### config.mk
export PLATFORM = sky130hd
export DESIGN_NAME = gpio_port_reg
export DESIGN_NICKNAME = d
export VERILOG_FILES = /design/src/rtl/gpio_port_pkg.sv /design/src/rtl/gpio_rst_sync.sv /design/src/rtl/gpio_in_sync.sv /design/src/rtl/gpio_cfg_regs.sv /design/src/rtl/gpio_pin_ctrl.sv /design/src/rtl/gpio_port_reg.sv
export SDC_FILE = /design/constraint.sdc
export NUM_CORES = 1
export LEC_CHECK = 0
export BUFFER_PORTS_ARGS = -buffer_cell sky130_fd_sc_hd__buf_2
export CAP_MARGIN = 10
export CORE_MARGIN = 8
export CORE_UTILIZATION = 30
export DETAILED_ROUTE_END_ITERATION = 6
export GPL_ROUTABILITY_DRIVEN = 1
export SYNTH_ARGS = -nofsm -noshare
export SYNTH_HDL_FRONTEND = slang
export SYNTH_SLANG_ARGS = --single-unit
### constraint.sdc
create_clock -name clk -period 1.7 [get_ports clk]
set_clock_uncertainty 0.1 [all_clocks]
set_input_delay 0 -clock clk [delete_from_list [all_inputs] [get_ports clk]]
set_output_delay 0 -clock clk [all_outputs]
set_load 0.1 [all_outputs]
### src/rtl/gpio_port_pkg.sv
package gpio_port_pkg;

  typedef enum logic [1:0] {
    SEL_DATA = 2'd0,
    SEL_DIR  = 2'd1,
    SEL_MODE = 2'd2,
    SEL_NONE = 2'd3
  } gpio_sel_e;

endpackage

### src/rtl/gpio_rst_sync.sv
module gpio_rst_sync #(
  parameter int STAGES = 2
) (
  input  logic clk,
  input  logic arst_n,
  output logic rst_n_o
);

  logic [STAGES-1:0] chain_q;
  logic [STAGES-1:0] chain_d;

  always_comb begin
    chain_d = {chain_q[STAGES-2:0], 1'b1};
  end

  always_ff @(posedge clk or negedge arst_n) begin
    if (!arst_n) begin
      chain_q <= '0;
    end else begin
      chain_q <= chain_d;
    end
  end

  assign rst_n_o = chain_q[STAGES-1];

endmodule

### src/rtl/gpio_in_sync.sv
module gpio_in_sync #(
  parameter int WIDTH  = 8,
  parameter int STAGES = 2
) (
  input  logic             clk,
  input  logic             rst_n,
  input  logic [WIDTH-1:0] pin_i,
  output logic [WIDTH-1:0] sync_o
);

  logic [STAGES-1:0][WIDTH-1:0] stage_q;
  logic [STAGES-1:0][WIDTH-1:0] stage_d;

  generate
    for (genvar s = 0; s < STAGES; s++) begin : g_stage
      if (s == 0) begin : g_first
        always_comb stage_d[s] = pin_i;
      end else begin : g_next
        always_comb stage_d[s] = stage_q[s-1];
      end
      always_ff @(posedge clk or negedge rst_n) begin
        if (!rst_n) begin
          stage_q[s] <= '0;
        end else begin
          stage_q[s] <= stage_d[s];
        end
      end
    end
  endgenerate

  assign sync_o = stage_q[STAGES-1];

  // Warm-up counter so the latency check never reaches back past reset.
  logic [1:0] warm_q;
  always_ff @(posedge clk or negedge rst_n) begin
    if (!rst_n) begin
      warm_q <= '0;
    end else if (warm_q != 2'd3) begin
      warm_q <= warm_q + 2'd1;
    end
  end

  generate
    if (STAGES == 2) begin : g_chk
      a_r3_two_clock_latency: assert property (@(posedge clk) disable iff (!rst_n)
        (warm_q == 2'd3) |-> (sync_o == $past(pin_i, 2)));
    end
  endgenerate

endmodule

### src/rtl/gpio_cfg_regs.sv
module gpio_cfg_regs
  import gpio_port_pkg::*;
#(
  parameter int               WIDTH     = 8,
  parameter logic [WIDTH-1:0] IMPL_MASK = '1
) (
  input  logic             clk,
  input  logic             rst_n,
  input  logic             wr_en,
  input  gpio_sel_e        sel,
  input  logic [WIDTH-1:0] wdata,
  output logic [WIDTH-1:0] data_q,
  output logic [WIDTH-1:0] dir_q,
  output logic [WIDTH-1:0] mode_q
);

  localparam logic [WIDTH-1:0] RST_VAL = '0;

  logic [WIDTH-1:0] wmasked;
  logic             data_en;
  logic             dir_en;
  logic             mode_en;

  always_comb begin
    wmasked = wdata & IMPL_MASK;
    data_en = wr_en && (sel == SEL_DATA);
    dir_en  = wr_en && (sel == SEL_DIR);
    mode_en = wr_en && (sel == SEL_MODE);
  end

  always_ff @(posedge clk or negedge rst_n) begin
    if (!rst_n) begin
      data_q <= RST_VAL;
      dir_q  <= RST_VAL;
      mode_q <= RST_VAL;
    end else begin
      if (data_en) data_q <= wmasked;
      if (dir_en)  dir_q  <= wmasked;
      if (mode_en) mode_q <= wmasked;
    end
  end

  a_r1_latch_takes_write: assert property (@(posedge clk) disable iff (!rst_n)
    (wr_en && sel == SEL_DATA) |=> (data_q == ($past(wdata) & IMPL_MASK)));

  a_r11_dir_holds: assert property (@(posedge clk) disable iff (!rst_n)
    !(wr_en && sel == SEL_DIR) |=> $stable(dir_q));

  a_r11_mode_holds: assert property (@(posedge clk) disable iff (!rst_n)
    !(wr_en && sel == SEL_MODE) |=> $stable(mode_q));

  a_r9_unimpl_clear: assert property (@(posedge clk) disable iff (!rst_n)
    ((data_q | dir_q | mode_q) & ~IMPL_MASK) == '0);

endmodule

### src/rtl/gpio_pin_ctrl.sv
module gpio_pin_ctrl #(
  parameter int               WIDTH      = 8,
  parameter logic [WIDTH-1:0] IMPL_MASK  = '1,
  parameter logic [WIDTH-1:0] FIXED_READ = '0
) (
  input  logic             clk,
  input  logic             rst_n,
  input  logic [WIDTH-1:0] data_q,
  input  logic [WIDTH-1:0] dir_q,
  input  logic [WIDTH-1:0] mode_q,
  input  logic [WIDTH-1:0] pin_sync,
  output logic [WIDTH-1:0] drive,
  output logic [WIDTH-1:0] oe,
  output logic [WIDTH-1:0] data_rd
);

  logic [WIDTH-1:0] push_pull;
  logic [WIDTH-1:0] open_drain;

  always_comb begin
    push_pull  = dir_q & ~mode_q & IMPL_MASK;
    open_drain = dir_q &  mode_q & IMPL_MASK;
    drive      = push_pull & data_q;
    oe         = push_pull | (open_drain & ~data_q);
    data_rd    = (IMPL_MASK & ((push_pull & data_q) | (~push_pull & pin_sync)))
               | (~IMPL_MASK & FIXED_READ);
  end

  generate
    for (genvar i = 0; i < WIDTH; i++) begin : g_chk
      a_r6_od_floats_high: assert property (@(posedge clk) disable iff (!rst_n)
        (dir_q[i] && mode_q[i] && data_q[i]) |-> !oe[i]);
      a_r6_od_never_high: assert property (@(posedge clk) disable iff (!rst_n)
        mode_q[i] |-> !drive[i]);
      a_r7_input_quiet: assert property (@(posedge clk) disable iff (!rst_n)
        !dir_q[i] |-> (!oe[i] && !drive[i]));
      a_r4_od_reads_pin: assert property (@(posedge clk) disable iff (!rst_n)
        (IMPL_MASK[i] && mode_q[i]) |-> (data_rd[i] == pin_sync[i]));
    end
  endgenerate

endmodule

### src/rtl/gpio_port_reg.sv
module gpio_port_reg
  import gpio_port_pkg::*;
#(
  parameter int               WIDTH      = 8,
  parameter logic [WIDTH-1:0] IMPL_MASK  = '1,
  parameter logic [WIDTH-1:0] FIXED_READ = '0,
  parameter int               SYNC_STAGES = 2
) (
  input  logic             clk,
  input  logic             rst_n,
  input  logic             wr_en,
  input  logic [1:0]       reg_sel,
  input  logic [WIDTH-1:0] wdata,
  output logic [WIDTH-1:0] rdata,
  input  logic [WIDTH-1:0] pin_in,
  output logic [WIDTH-1:0] pin_out,
  output logic [WIDTH-1:0] pin_oe
);

  localparam int RST_STAGES = 2;

  gpio_sel_e        sel;
  logic             rst_n_s;
  logic [WIDTH-1:0] data_q;
  logic [WIDTH-1:0] dir_q;
  logic [WIDTH-1:0] mode_q;
  logic [WIDTH-1:0] pin_sync;
  logic [WIDTH-1:0] data_rd;

  assign sel = gpio_sel_e'(reg_sel);

  gpio_rst_sync #(.STAGES(RST_STAGES)) u_rst (
    .clk    (clk),
    .arst_n (rst_n),
    .rst_n_o(rst_n_s)
  );

  gpio_in_sync #(.WIDTH(WIDTH), .STAGES(SYNC_STAGES)) u_sync (
    .clk   (clk),
    .rst_n (rst_n_s),
    .pin_i (pin_in),
    .sync_o(pin_sync)
  );

  gpio_cfg_regs #(.WIDTH(WIDTH), .IMPL_MASK(IMPL_MASK)) u_regs (
    .clk   (clk),
    .rst_n (rst_n_s),
    .wr_en (wr_en),
    .sel   (sel),
    .wdata (wdata),
    .data_q(data_q),
    .dir_q (dir_q),
    .mode_q(mode_q)
  );

  gpio_pin_ctrl #(.WIDTH(WIDTH), .IMPL_MASK(IMPL_MASK), .FIXED_READ(FIXED_READ)) u_pins (
    .clk     (clk),
    .rst_n   (rst_n_s),
    .data_q  (data_q),
    .dir_q   (dir_q),
    .mode_q  (mode_q),
    .pin_sync(pin_sync),
    .drive   (pin_out),
    .oe      (pin_oe),
    .data_rd (data_rd)
  );

  always_comb begin
    unique case (sel)
      SEL_DATA: rdata = data_rd;
      SEL_DIR:  rdata = dir_q;
      SEL_MODE: rdata = mode_q;
      default:  rdata = '0;
    endcase
  end

  a_r8_reset_quiet: assert property (@(posedge clk) !rst_n_s |-> (pin_oe == '0));

  a_r9_unimpl_no_drive: assert property (@(posedge clk) disable iff (!rst_n_s)
    (pin_oe & ~IMPL_MASK) == '0);

  a_r10_write_lands_next: assert property (@(posedge clk) disable iff (!rst_n_s)
    (wr_en && sel == SEL_DIR) |=> (rdata == ($past(wdata) & IMPL_MASK)) || (sel != SEL_DIR));

endmodule

# Yosys cells after proc, flatten, opt, wreduce, memory -nomap -nowiden
# Cells that the tools add are included.
[word_totals] ff_bits=42 inputBits=21 out_inout_bits=24 wordCells=23
[classes] eq_ne=2 mux=1 bitwise=10 n_reduce_logical=4
[op_table] op="$and 8x8->8" n=5
[op_table] op="$not 8->8" n=3
[op_table] op="$pmux 8 s3" n=1
[op_table] op="$or 8x8->8" n=2
[op_table] op="$logic_and 1x1->1" n=3
[op_table] op="$eq 2x1->1 const B" n=1
[op_table] op="$eq 2x2->1 const B" n=1
[op_table] op="$logic_not 2->1" n=1

# Depth between registers and ports, before layout
# Gate-level depths: netlist of the first run.
[depth] word_depth=6 ltp_mapped=5 mapped_depth_nobuf=3

# By module
# Synthesis of the first run repeated with hierarchy kept, for this count alone.
[unflattened] cells_unflattened=122 area_unflattened_um2=1804.2
[by_module_without_submodules] module="gpio_cfg_regs" n_inst=1 cells_each=51 area_each_um2=912.1 seq_area_each_um2=600.6
[by_module_without_submodules] module="gpio_in_sync" n_inst=1 cells_each=16 area_each_um2=400.4 seq_area_each_um2=400.4
[by_module_without_submodules] module="gpio_pin_ctrl" n_inst=1 cells_each=32 area_each_um2=240.2 seq_area_each_um2=0.0
[by_module_without_submodules] module="gpio_port_reg" n_inst=1 cells_each=20 area_each_um2=197.7 seq_area_each_um2=0.0
[by_module_without_submodules] module="gpio_rst_sync" n_inst=1 cells_each=3 area_each_um2=53.8 seq_area_each_um2=50.0

# Worst setup path after synthesis of the first run
# Ideal clock, no wire load.
[synth_path] path_type="register -> output" from="register u_regs.mode_q[3]" to="output port rdata[3]" arrival_time_ps=2779 required_time_ps=1600 path_slack_ps=-1179 stages_incl_launch_ff=4 n_path_buf=0 path_cell_list="dfrtp_1 > inv_1 > a21oi_1 > o32ai_1"
[synth_via] elab_chain_cells=6 elab_cells_between_ends=7 classes_between="mux (1); bitwise (6)"
[synth_lines] item="from (decl)" line="gpio_cfg_regs.sv:14" source="output logic [WIDTH-1:0] mode_q"
[synth_lines] item="from (signal assigned)" line="gpio_cfg_regs.sv:39" source="if (mode_en) mode_q <= wmasked;"
[synth_lines] item="$not 8->8" line="gpio_pin_ctrl.sv:21" source="push_pull = dir_q & ~mode_q & IMPL_MASK;"
[synth_lines] item="$and 8x8->8" line="gpio_pin_ctrl.sv:21"
[synth_lines] item="$not 8->8" line="gpio_pin_ctrl.sv:25" source="data_rd = (IMPL_MASK & ((push_pull & data_q) | (~push_pull & pin_sync)))"
[synth_lines] item="$and 8x8->8" line="gpio_pin_ctrl.sv:25"
[synth_lines] item="$or 8x8->8" line="gpio_pin_ctrl.sv:25"
[synth_lines] item="$pmux 8 s3 (*)" line="gpio_port_reg.sv:69" source="unique case (sel)"
[synth_lines] item="to (decl)" line="gpio_port_reg.sv:14" source="output logic [WIDTH-1:0] rdata,"
# Mark *: on every way between the ends. The rest lies on a longest branch, timed or not.

# Worst setup path in the final report of the first run
[layout_path] from="register u_regs.mode_q[5]" to="output port pin_out[5]"
[layout_via] elab_chain_cells=3
[layout_lines] item="$not 8->8" line="gpio_pin_ctrl.sv:21"
[layout_lines] item="$and 8x8->8" line="gpio_pin_ctrl.sv:21"
[layout_lines] item="$and 8x8->8" line="gpio_pin_ctrl.sv:23" source="drive = push_pull & data_q;"
[layout_lines] item="to (decl)" line="gpio_port_reg.sv:16" source="output logic [WIDTH-1:0] pin_out,"
# No other way between the ends.

==> results of run 1 <==
## repair_timing
action | in CTS | in global routing
hold buffers | 18 | 0
endpoints found under the hold margin | 34 | 0
buffers inserted | 0 | 0
endpoints found under the setup margin | 0 | 0
## metal layers
metal,track usage [%],vias to the layer above
met5,0,-
met4,4.43,0
met3,3.45,3
met2,16.9,28
met1,11.9,647
li1,-,634
## area by class of cell
type / instances / area (µm²)
multi-input combinational: 79 / 737
clock buffer: 7 / 86.3
tap: 75 / 93.8
inverter: 14 / 52.6
fill: 534 / 3270
clock inverter: 1 / 5.00
timing repair buffer: 66 / 551
sequential: 42 / 1050
## Yosys cell counts, drive strengths merged (2+ instances only)
master | instances | area [µm²]
and3 | 7 | 43.8
o32ai | 7 | 61.3
o21bai | 7 | 52.6
nand3b | 2 | 31.3
inv | 14 | 52.6
mux2 | 24 | 270
nor2b | 2 | 12.5
dfrtp | 42 | 1050
a21oi | 14 | 70.1
buf | 4 | 28.8
o21ai | 7 | 35.0
## power by group
part	switching, µW	internal [µW]	total (µW)
logic	1040	433	1470
registers	132	1130	1260
clock network	333	328	661
total	1500	1890	3390
## cell families (layout without fill, tap and decap cells)
logic type	Yosys count	in the layout	synth area share, %
DFF	42	42	58.9
AOI/OAI and AO/OA	38	38	13.5
muxes	25	25	15.7
buffers and inverters	19	88	4.77
and+or+nand+nor	15	15	6.87
other	1	1	0.210
## path summary, 6_finish.rpt
kind | slack, ns | end | start
setup / recovery | 0.18 | pin_out[5] | u_regs.mode_q[5]
hold / removal | 0.10 | u_regs.mode_q[6] | wr_en
setup reg to reg | 0.78 | u_regs.dir_q[5] | u_regs.dir_q[5]
hold reg to reg | 0.17 | u_regs.mode_q[2] | u_rst.chain_q[1]
max in group asynchronous | 0.79 | u_sync.stage_d[14] | u_rst.chain_q[1]
min in group asynchronous | 0.17 | u_regs.mode_q[2] | u_rst.chain_q[1]
## sequential cells by signal, indices dropped and copies added, names as in the netlist
register,cells
u_regs.data_q,8
u_regs.dir_q,8
u_regs.mode_q,8
u_rst.chain_q,2
u_sync.stage_d,8
u_sync.sync_o,8
## worst max-delay path: stages (launching register included)
cell     delay [ns]
dfrtp_1        0.43
nor2b_1        0.16
and2_1         0.13
buf_2          0.41
## through the flow
| stage | cells | setup WS, ns | setup TNS [ns] |
|---|---|---|---|
| after floorplan | 140 | -0.184 | -1.27 |
| after global placement | 258 | 0.429 | 0 |
| after detailed placement | 258 | 0.406 | 0 |
| after CTS | 284 | 0.166 | 0 |
| after global routing | 284 | 0.0868 | 0 |
| final | 284 | 0.181 | 0 |
==> impl_metrics.toml, run 1 <==
[logic_synthesis]
synth.distinct_cells = 24
netlist_instances = 140
syn_nets = 161
async_reset_ff_share_pct = 100
syn_area_um2 = 1780
synth-edff-count = 0
synth-warning-count = 0
synth-seq-cells = 42
ys.flop_type = "dfrtp_1"
yosysSeqAreaShare_pct = 58.9
syn_area_per_cell_um2 = 12.7

[worst_setup_path]
worstPathArrival_ns = 1.42
crit_path_end_kind = "primary output"
cp_data_required_time_ns = 1.60
worstRegToRegCells = 1
crit_path_start_kind = "flip-flop"
critPathKind = "reg -> out"
path_max_fanout = 4

[global_route]
antenna_found_initial = 0
grt-ovfl-total = 0
grt_pass1_vias = 1439
grt_first_pass_wirelength_um = 7000
grt_max_degree = 27
track_usage_pct = 10.2

[clock_network]
cts_tree = "built"
cts-root-buf = "clkbuf_8"
cts.path.max_buffers = 2
cts_buffers = 5
clock_latency_ns = 0.29
cts_sinks = 42
clk_pin_slew_ns = 0.08
cts_resized = 0
h-tree-depth = 2

[sta]
finalCritPeriodShare_pct = 89.3
tightest_slew_ns = 0.565
max_freq_mhz = 658
rsz0062_at_grt = "false"
min_period_ns = 1.52
hold-worst-slack_ns = 0.102
drv_slew = 0
relSlewSlack_pct = 62.4
setup_viol = 0
hold_violations = 0

[place]
dp_hpwl_um = 2920
placed_cell_area_um2 = 2310
place.gp.congestion = 0.672
port_buffers = 44

[routing]
drc_errors = 0
wl_um = 4000
num_vias = 1312
top_layer_used = "met4"
wl_met1_um = 1800
dr_wl_met2_um = 1940
antenna_left = 0
dr.pass1.iters = 4
drt_iter0_drc = 69
wl_met3_um = 234
wl_per_cell_um = 14.1
vias_per_cell = 4.62

[worst_hold_path]
hold_path_depth = 3
hp-class = "in -> reg"

[layout]
area_growth_pct = 44.5
final_cell_mix = "41 x dfrtp_1, 36 x buf_2, 24 x mux2_2"
final_area_um2 = 2580
final_common_cell = "dfrtp_1"
final_util_pct = 44.1
final_net_count = 229
antennaDiodeCount = 0
drive_gt1_share_pct = 47.4

[die]
fp-row-count = 28
core_um2 = 5850
die-area_um2 = 8670
start_util_pct = 30.5
die_y_um = 93.1
die_w_um = 93.1
ioPinCount = 45

[status]
status = "finished clean"

[power]
ir_drop_mv = 0.903
finalPower_uw = 3390
leakage_uw = 0.00120
power_density_nw_per_um2 = 1320

[run]
max_cap_violations = 0
Note: power is estimated with default switching activity, not from simulation.
==> inputs of run 2 (changes only) <==
--- a/config.mk
+++ b/config.mk
@@ -7,10 +7,11 @@
 export LEC_CHECK = 0
 export BUFFER_PORTS_ARGS = -buffer_cell sky130_fd_sc_hd__buf_2
 export CAP_MARGIN = 10
-export CORE_MARGIN = 8
 export CORE_UTILIZATION = 30
 export DETAILED_ROUTE_END_ITERATION = 6
 export GPL_ROUTABILITY_DRIVEN = 1
+export SKIP_CTS_REPAIR_TIMING = 1
+export SLEW_MARGIN = 0
 export SYNTH_ARGS = -nofsm -noshare
 export SYNTH_HDL_FRONTEND = slang
 export SYNTH_SLANG_ARGS = --single-unit
==> run 2 against run 1 <==
Sequential power is essentially flat. Count of clock-buffer cells in the layout shrank 1. Sequential cell count is the same. Sequential share of layout area shrank 0.35 points. Critical endpoint unchanged. Highest routed layer unchanged.
==> impl_metrics.toml, run 2 (synthesis gave the netlist of run 1 again) <==
[status]
status = "finished clean"

[layout]
area_growth_pct = 45.7
drive_gt1_share_pct = 47.3
final_cell_mix = "41 x dfrtp_1, 36 x buf_2, 24 x mux2_2"
final_util_pct = 46.4
final_net_count = 228
antennaDiodeCount = 0
final_area_um2 = 2600
final_common_cell = "dfrtp_1"
multi_input_area_um2 = 737
final-seq-area_um2 = 1050
num-fill-cells = 522

[routing]
drc_errors = 0
wl_per_cell_um = 13.8
vias_per_cell = 4.78
wl_um = 3860
num_vias = 1333
antenna_left = 0
dr.pass1.iters = 4
drt_iter0_drc = 48

[power]
power_density_nw_per_um2 = 1360
finalPower_uw = 3530
leakage_uw = 0.00121
ir_drop_mv = 0.706

[sta]
drv_slew = 0
min_period_ns = 1.51
max_freq_mhz = 662
worst_slack_ns = 0.189
finalSetupTns_ns = 0
rsz0062_at_grt = "false"
setup_viol = 0
finalCritPeriodShare_pct = 88.9
hold_violations = 0

[die]
core_um2 = 5610
die-area_um2 = 6260
die_w_um = 79.1
fp-row-count = 27
start_util_pct = 31.8
die_y_um = 79.1
ioPinCount = 45

[place]
port_buffers = 44
place.gp.congestion = 0.775
place_ws_ns = 0.341
placed_cell_area_um2 = 2310
dp_hpwl_um = 2660

[worst_setup_path]
crit_path_end_kind = "primary output"
slowest_delay_ns = 0.42
crit_slowest_cell = "dfrtp_1"
cp_data_required_time_ns = 1.60
worstPathCellList = "nor2b_1 > and2_1 > buf_2"
worstPathArrival_ns = 1.41
path_buf_inv = 1
path_max_fanout = 4
critPathKind = "reg -> out"
path_delay_family = "flip-flops"
crit_path_start_kind = "flip-flop"

[clock_network]
clk_pin_slew_ns = 0.08
cts_buffers = 5
h-tree-depth = 2
cts_sinks = 42
cts_tree = "built"
cts-root-buf = "clkbuf_8"
clock_latency_ns = 0.28
cts.path.max_buffers = 2

[global_route]
grt_max_degree = 26
grt-ovfl-total = 0
grt_first_pass_wirelength_um = 6020
grt_pass1_vias = 1246
track_usage_pct = 12.7
antenna_found_initial = 0

[worst_hold_path]
hp-class = "reg -> async"

[run]
max_cap_violations = 0
[run 2: cell count changes in the layout (fill, tap and decap cells not counted)]
| cell | change |
|---|---|
| bufinv_16 | +1 |
| buf_12 | +1 |
| clkbuf_1 | -1 |
| buf_4 | -2 |
| clkinv_2 | -1 |
[run 2: layout make-up]
type	count	share of cell area (%)
multi-input combinational	79	28.3
sequential	42	40.5
tap	72	3.46
inverter	14	2.02
clock buffer	6	3.18
clock inverter	1	1.15
timing repair buffer	65	21.4
[run 2: layer usage]
| layer | up-vias | wire, µm | track usage (%) |
|---|---|---|---|
| li1 | 628 | - | - |
| met1 | 658 | 1700 | 16.2 |
| met2 | 38 | 1920 | 21.1 |
| met3 | 9 | 172 | 2.76 |
| met4 | 0 | 65 | 4.55 |
| met5 | - | 0 | 0 |
[run 2: per-stage QoR]
step           cells  hold WS, ns
3_5_place_dp     254       -0.313
5_1_grt          279        0.118
2_1_floorplan    140       -0.396
6_report         279       0.0859
4_1_cts          261       -0.627
3_3_place_gp     254       -0.315
[run 2: where the power goes]
group	total, µW	switching, µW	internal (µW)
clock	796	326	470
sequential	1260	134	1130
combinational	1470	1030	435
[run 2: path summary, 6_finish.rpt]
kind                                  start               end  slack, ns  cells after the start
max                        u_regs.mode_q[5]        pin_out[5]       0.19                      3
min                        u_rst.chain_q[1]  u_regs.data_q[2]       0.09                      0
max reg2reg                u_regs.data_q[2]  u_regs.data_q[2]       0.78                      1
min reg2reg                u_rst.chain_q[1]  u_regs.data_q[2]       0.09                      0
max in group asynchronous             rst_n  u_rst.chain_q[1]       0.91                      3
min in group clk                      wr_en  u_regs.mode_q[0]       0.12                      3
